<file path="src/rtl/nrzi_tx_pkg.sv">
package nrzi_tx_pkg;

  // Where the shift register takes its next value from on a tick
  typedef enum logic [1:0] {
    SRC_HOLD = 2'd0,   // bits still pending, keep shifting
    SRC_WORD = 2'd1,   // marker reached, take the offered word
    SRC_FILL = 2'd2    // marker reached, nothing offered: fill word
  } reload_src_e;

  // Next NRZI line level: a 1 holds the level, a 0 inverts it
  function automatic logic nrzi_next(input logic cur_level, input logic data_bit);
    return ~(cur_level ^ data_bit);
  endfunction

endpackage

</file>
<file path="src/rtl/nrzi_shift_store.sv">
module nrzi_shift_store
  import nrzi_tx_pkg::*;
#(
  parameter int          WORD_W    = 16,
  parameter logic [WORD_W-1:0] FILL_WORD = 16'h7E7E
) (
  input  logic              clk,
  input  logic              rst,
  input  logic              step,
  input  logic [WORD_W-1:0] word_data,
  input  logic              word_valid,
  output logic              word_ready,
  output logic              data_bit
);

  localparam int SR_W = WORD_W + 1;

  logic [SR_W-1:0] sr_q;
  logic [SR_W-1:0] sr_eff;
  logic            reload_due;
  reload_src_e     src;

  // Only the marker (or nothing) left: a fresh word is due
  assign reload_due = (sr_q[SR_W-1:1] == '0);
  assign word_ready = step & reload_due;

  always_comb begin
    if (!reload_due)     src = SRC_HOLD;
    else if (word_valid) src = SRC_WORD;
    else                 src = SRC_FILL;
  end

  always_comb begin
    case (src)
      SRC_WORD: sr_eff = {1'b1, word_data};
      SRC_FILL: sr_eff = {1'b1, FILL_WORD};
      default:  sr_eff = sr_q;
    endcase
  end

  assign data_bit = sr_eff[0];

  always_ff @(posedge clk) begin
    if (rst)       sr_q <= '0;
    else if (step) sr_q <= sr_eff >> 1;
  end

endmodule

</file>
<file path="src/rtl/nrzi_line_coder.sv">
module nrzi_line_coder
  import nrzi_tx_pkg::*;
(
  input  logic clk,
  input  logic rst,
  input  logic step,
  input  logic data_bit,
  output logic line_q,
  output logic tx_bit
);

  // line_q takes the level computed on the previous tick before the
  // new level is formed, so the line never waits on the word fetch
  always_ff @(posedge clk) begin
    if (rst) begin
      line_q <= 1'b0;
      tx_bit <= 1'b0;
    end else if (step) begin
      line_q <= tx_bit;
      tx_bit <= nrzi_next(tx_bit, data_bit);
    end
  end

endmodule

</file>
<file path="src/rtl/nrzi_tx_serializer.sv">
module nrzi_tx_serializer #(
  parameter int                WORD_W     = 16,
  parameter logic [WORD_W-1:0] FILL_WORD  = 16'h7E7E,
  parameter logic              IDLE_LEVEL = 1'b1
) (
  input  logic              clk,
  input  logic              rst,
  input  logic              bit_tick,
  input  logic              ptt,
  input  logic [WORD_W-1:0] word_data,
  input  logic              word_valid,
  output logic              word_ready,
  output logic              line_bit,
  output logic              tx_en
);

  logic step;
  logic data_bit;
  logic line_q;
  logic tx_bit;

  assign step = bit_tick & ptt;

  nrzi_shift_store #(
    .WORD_W    (WORD_W),
    .FILL_WORD (FILL_WORD)
  ) u_store (
    .clk        (clk),
    .rst        (rst),
    .step       (step),
    .word_data  (word_data),
    .word_valid (word_valid),
    .word_ready (word_ready),
    .data_bit   (data_bit)
  );

  nrzi_line_coder u_coder (
    .clk      (clk),
    .rst      (rst),
    .step     (step),
    .data_bit (data_bit),
    .line_q   (line_q),
    .tx_bit   (tx_bit)
  );

  assign tx_en    = ptt;
  assign line_bit = ptt ? line_q : IDLE_LEVEL;

endmodule

</file>
<file path="config.mk">
export PLATFORM = sky130hd
export DESIGN_NAME = nrzi_tx_serializer
export DESIGN_NICKNAME = d
export VERILOG_FILES = /design/src/rtl/nrzi_tx_pkg.sv /design/src/rtl/nrzi_shift_store.sv /design/src/rtl/nrzi_line_coder.sv /design/src/rtl/nrzi_tx_serializer.sv
export SDC_FILE = /design/constraint.sdc
export NUM_CORES = 1
export LEC_CHECK = 0
export BUFFER_PORTS_ARGS = -buffer_cell sky130_fd_sc_hd__buf_2
export CORE_ASPECT_RATIO = 1.4
export CORE_MARGIN = 4
export CORE_UTILIZATION = 25
export DETAILED_ROUTE_END_ITERATION = 8
export GPL_ROUTABILITY_DRIVEN = 0
export SKIP_CTS_REPAIR_TIMING = 1
export SLEW_MARGIN = 25
export SYNTH_ARGS = -nofsm -noshare
export SYNTH_HDL_FRONTEND = slang
export SYNTH_SLANG_ARGS = --single-unit
</file>
<file path="constraint.sdc">
create_clock -name clk -period 1.9 [get_ports clk]
set_input_delay 0 -clock clk [delete_from_list [all_inputs] [get_ports clk]]
set_output_delay 0 -clock clk [all_outputs]
set_load 0.05 [all_outputs]
</file>
==> flow_metrics.env, run 1 <==
export IMPL_avgSynthCellArea_um2=7.66
export IMPL_ir_drop_mv=0.269
export IMPL_layout_nets=156
export IMPL_synthXorXnorAreaFrac_pct=1.00
export IMPL_start_kind="flop"
export IMPL_p_int_uw=658
export IMPL_grtUsageMet1_pct=11.0
export IMPL_wl_per_cell_um=12.5
export IMPL_cap_viol_max_count=0
export IMPL_grt_overflow_total=0
export IMPL_syn_area_um2=873
export IMPL_clock_power_share_pct=33.9
export IMPL_status="finished, final reports clean"
export IMPL_power_switching_uw=245
export IMPL_root_buffer="clkbuf_8"
export IMPL_crit_arrival_ns=1.74
export IMPL_core_um2=3380
export IMPL_tns_ns=0
export IMPL_grt_util_met2_pct=18.4
export IMPL_crit_start="u_store.sr_q[12]"
export IMPL_synth_top_family_by_area="simple AND/OR/NAND/NOR gates"
export IMPL_p_leak_uw=0.000467
export IMPL_numCtsBuffers=3
export IMPL_dp_hpwl_um=1640
export IMPL_finalCriticalPeriod_ns=1.74
export IMPL_start_util_pct=25.9
export IMPL_fmax_mhz=575
export IMPL_fp_dieH_um=77.9
export IMPL_critical_path_required_ns=1.90
export IMPL_portBuffers=23
export IMPL_hold_viol=0
export IMPL_synth_fa_ha_area_share_pct=0
export IMPL_yosysTopAreaCell="dfxtp_1"
export IMPL_area_growth_pct=22.3
export IMPL_io_pins=24
export IMPL_utilization_pct=31.6
export IMPL_clockBufferDepth=2
export IMPL_place_area_um2=1010
export IMPL_worstRegToRegCells=6
export IMPL_grt_pass1_vias=875
export IMPL_p_per_area_nw_per_um2=845
export IMPL_synth_simple_area_share_pct=36.2
export IMPL_final_cell_mix="nor3_1 (28), buf_2 (23), dfxtp_1 (18)"
export IMPL_syn_nets=135
export IMPL_vias=834
export IMPL_worstSetupPathType="reg2out"
export IMPL_detail_route_iter0_violations=13
export IMPL_antenna_found_initial=0
export IMPL_fp_dieArea_um2=4520
export IMPL_cts_tree="done"
export IMPL_clk_transition_reported_paths_ns=0.07
export IMPL_seqPwrFrac_pct=47.7
export IMPL_yosysSeqAreaShare_pct=41.3
export IMPL_hold_class="in2reg"
export IMPL_synthDistinctLibCells=19
export IMPL_clock_sinks=18
export IMPL_stdcell_area_um2=1070
export IMPL_comb_power_share_pct=18.4
export IMPL_grt_pass1_wl_um=3680
export IMPL_finClkSkew_ns=0.00196
export IMPL_drc=0
export IMPL_ys_ff_latch=18
export IMPL_r2r_end="u_store.sr_q[3]"
export IMPL_r2r_start="u_store.sr_q[12]"
export IMPL_grt_busiest_layer="met2"
export IMPL_critPathMaxFanout=11
export IMPL_final_common_cell="nor3_1"
export IMPL_ys_warn_count=0
export IMPL_worstMarginPinSlew_ns=0.677
export IMPL_maxSlewViolCount=0
export IMPL_grt_max_degree=20
export IMPL_synthCells=114
export IMPL_use_met3_pct=2.00
export IMPL_period_share_pct=91.5
export IMPL_place_ws_ns=0.358
export IMPL_setup_ws_ns=0.161
export IMPL_wl_um=2180
export IMPL_rsz0062_at_grt="no"
export IMPL_cp_endpoint="word_ready"
export IMPL_n_fill_cell=371
export IMPL_synth_compound_area_share_pct=12.3
export IMPL_regArea_um2=360
export IMPL_rrSetupSlack_ns=0.33
export IMPL_synth_top_area_share_pct=41.3
export IMPL_multiInputGateArea_um2=435
export IMPL_fp_dieW_um=58.0
export IMPL_clk_latency_ns=0.25
export IMPL_rows=25
export IMPL_final_antenna_net_count=0
export IMPL_max_slew_margin_rel_pct=54.7
export IMPL_p_sw_share_pct=27.1
export IMPL_layout_drive_gt1_share_pct=25.4
export IMPL_crit_path_end_kind="primary output"
export IMPL_htree_levels=1
export IMPL_diodes=0
export IMPL_track_usage_pct=10.3
export IMPL_ys_top_cells_by_area="dfxtp_1 (41%), nor3_1 (16%), a21oi_1 (8.0%), nor2_1 (7.7%), inv_1 (5.2%)"
export IMPL_via_per_inst=4.79
export IMPL_setup_viol=0
export IMPL_first_pass_iters=2
export IMPL_synthMuxAreaShare_pct=0
-- synth_stat cells, drive strengths merged --
| library cell | n |
|---|---|
| xnor2 | 1 |
| and2 | 1 |
| dfxtp | 18 |
| a211oi | 3 |
| nor3 | 28 |
| clkbuf | 6 |
| nand4 | 1 |
| a21oi | 14 |
| nor4b | 1 |
| a221oi | 1 |
| nor2 | 18 |
| nor4 | 3 |
| nand2 | 3 |
| nand2b | 1 |
| buf | 2 |
| inv | 12 |
| and4 | 1 |
-- cell families after synthesis --
logic type / after synthesis
AO/OA/AOI/OAI: 18
XOR/XNOR: 1
AND/OR/NAND/NOR: 57
buffers and inverters: 20
flip-flops: 18
-- area by class of cell --
type,count,area share (%)
tap,40,4.68
timing repair buffer,24,11.5
clock buffer,4,5.15
sequential,18,33.7
multi-input combinational,76,40.7
inverter,12,4.22
-- power groups by stage --
stage | Combinational [uW] | Sequential, uW | Clock (uW)
detailed placement | 167 | 439 | 0
global placement | 164 | 438 | 0
global route | 189 | 434 | 331
floorplan | 124 | 432 | 0
finish | 166 | 431 | 306
CTS | 168 | 430 | 311
-- worst min path at each step --
stage,startpoint,end,slack [ns],cells after the start
finish,word_data[7],u_store.sr_q[6],0.07,3
global route,word_data[7],u_store.sr_q[6],0.08,3
CTS,word_data[7],u_store.sr_q[6],0.07,3
detailed placement,ptt,tx_en,0.32,2
global placement,ptt,tx_en,0.32,2
floorplan,ptt,tx_en,0.17,1
-- sequential cells by signal (all words and copies together) (netlist names) --
name,count
u_coder.line_q,1
u_store.sr_q,16
u_coder.tx_bit,1
-- stage by stage --
| stage | cells | total power, uW | hold WS [ns] |
|---|---|---|---|
| global placement | 170 | 602 | 0.317 |
| CTS | 174 | 910 | 0.0731 |
| floorplan | 114 | 556 | 0.167 |
| finish | 174 | 903 | 0.0709 |
| global route | 174 | 953 | 0.0761 |
| detailed placement | 170 | 606 | 0.324 |
-- critical path, stage by stage (launching register included) --
cell     delay [ns]
dfxtp_1        0.34
nor4_2         0.35
nand4_2        0.19
buf_4          0.23
nor2_2         0.10
buf_2          0.29
-- metal layers --
| layer | part of all wire, % | vias to the layer above |
|---|---|---|
| met1 | 40 | 384 |
| li1 | - | 428 |
| met2 | 53 | 15 |
| met5 | 0 | - |
| met3 | 3.8 | 7 |
| met4 | 2.8 | 0 |
Power figures use the tool's default switching activity.
==> run 2, diff against run 1 <==
- PLACE_DENSITY: not set -> 0.54
==> run 2 against run 1 <==
Compared with the run above: wire length shrank 3.9%; setup slack better by 0.14 ns; die area unchanged; maximum frequency increased by 9.0%; final area down 1.3%; register-to-register slack got worse by 0.03 ns; sequential share of layout area is 0.44 points higher; core utilization decreased by 0.41 points; count of clock-buffer cells in the layout decreased by 1; combinational power about the same; non-clock buffer count unchanged; clock power shrank 15%; critical endpoint is now u_store.sr_q[13]; largest power group unchanged.
==> flow_metrics.env, run 2 (synthesis results as in run 1) <==
export IMPL_maxSlewViolCount=0
export IMPL_regMostFlops="u_store.sr_q"
export IMPL_setup_viol=0
export IMPL_multiInputGateArea_um2=435
export IMPL_period_share_pct=84.0
export IMPL_clk_transition_reported_paths_ns=0.06
export IMPL_area_growth_pct=20.8
export IMPL_critical_path_required_ns=2.07
export IMPL_clk_latency_ns=0.25
export IMPL_dp_hpwl_um=1550
export IMPL_fmax_mhz=627
export IMPL_layout_drive_gt1_share_pct=24.8
export IMPL_grt_max_degree=20
export IMPL_cts_tree="done"
export IMPL_rsz0062_at_grt="no"
export IMPL_reg_top3="u_store.sr_q (16), u_coder.line_q (1), u_coder.tx_bit (1)"
export IMPL_fp_dieH_um=77.9
export IMPL_tns_ns=0
export IMPL_grt_pass1_vias=857
export IMPL_wl_per_cell_um=12.1
export IMPL_core_um2=3380
export IMPL_regArea_um2=360
export IMPL_cap_viol_max_count=0
export IMPL_crit_arrival_ns=1.77
export IMPL_max_slew_margin_rel_pct=54.9
export IMPL_worstSetupPathType="reg2reg"
export IMPL_htree_levels=1
export IMPL_finalCriticalPeriod_ns=1.60
export IMPL_portBuffers=23
export IMPL_finClkSkew_ns=0.00192
export IMPL_largest_register_ffs=16
export IMPL_rows=25
export IMPL_layout_nets=156
export IMPL_numCtsBuffers=3
export IMPL_hold_viol=0
export IMPL_place_ws_ns=0.286
export IMPL_hold_class="in2reg"
export IMPL_antenna_found_initial=0
export IMPL_dp_cells=170
export IMPL_final_antenna_net_count=0
export IMPL_clock_sinks=18
export IMPL_fp_dieW_um=58.0
export IMPL_drc=0
export IMPL_wl_um=2100
export IMPL_start_kind="flop"
export IMPL_worstMarginPinSlew_ns=0.675
export IMPL_fin_cells=173
export IMPL_critPathMaxFanout=10
export IMPL_start_util_pct=25.9
export IMPL_diodes=0
export IMPL_fp_dieArea_um2=4520
export IMPL_io_pins=24
export IMPL_ir_drop_mv=0.261
export IMPL_grt_overflow_total=0
export IMPL_via_per_inst=4.67
export IMPL_p_leak_uw=0.000460
export IMPL_first_pass_iters=4
export IMPL_clockBufferDepth=2
export IMPL_final_cell_mix="nor3_1 (28), buf_2 (23), dfxtp_1 (18)"
export IMPL_setup_ws_ns=0.305
export IMPL_vias=808
export IMPL_grt_pass1_wl_um=3820
export IMPL_final_common_cell="nor3_1"
export IMPL_n_fill_cell=374
export IMPL_crit_path_end_kind="flop"
export IMPL_root_buffer="clkbuf_8"
export IMPL_detail_route_iter0_violations=22
export IMPL_p_per_area_nw_per_um2=811
export IMPL_track_usage_pct=10.6
export IMPL_status="finished, final reports clean"
run 2: cell types whose count changed in the layout (fill, tap and decap cells not counted):
cell / previous run / this run
clkbuf_8: 4 / 3
run 2: worst paths after layout:
check | start | to | slack [ns] | cells past startpoint
worst max-delay path | u_store.sr_q[15] | u_store.sr_q[13] | 0.30 | 6
worst min-delay path | word_data[7] | u_store.sr_q[6] | 0.08 | 3
worst max register to register | u_store.sr_q[15] | u_store.sr_q[13] | 0.30 | 6
worst min register to register | u_coder.line_q | u_coder.line_q | 0.45 | 2
run 2: worst max-delay path, cell delays in order, from the launching register on:
cell	delay [ns]
dfxtp_1	0.34
nor4_2	0.33
nand4_2	0.23
buf_4	0.24
a21oi_1	0.12
nor3_1	0.06
nor3_1	0.20
run 2: metal layers:
| layer | GRT usage, % | share of wire [%] | vias to the layer above |
|---|---|---|---|
| met5 | 0 | 0 | - |
| met4 | 5.80 | 2.1 | 0 |
| met3 | 2.66 | 4.9 | 5 |
| met2 | 17.1 | 51 | 17 |
| met1 | 12.5 | 42 | 355 |
| li1 | - | - | 431 |
run 2: final cells by class:
class | count | area share, %
Multi-Input combinational cell | 76 | 41.3
Sequential cell | 18 | 34.2
Timing Repair Buffer | 24 | 11.6
Tap cell | 40 | 4.74
Clock buffer | 3 | 3.91
Inverter | 12 | 4.27
run 2: metrics by stage:
| step | area (um2) | power, uW | util [%] | hold WS (ns) |
|---|---|---|---|---|
| after floorplan | 876 | 556 | - | 0.167 |
| after global placement | 1010 | 603 | 30.0 | 0.318 |
| after detailed placement | 1010 | 604 | 30.0 | 0.322 |
| after CTS | 1050 | 864 | 31.2 | 0.0814 |
| after global routing | 1050 | 911 | 31.2 | 0.119 |
| final | 1050 | 855 | 31.2 | 0.0811 |
run 2: report_power, final:
part	switching, uW	internal, uW	total [uW]
logic	93.4	71.8	165
clock network	119	141	260
registers	27.0	403	430
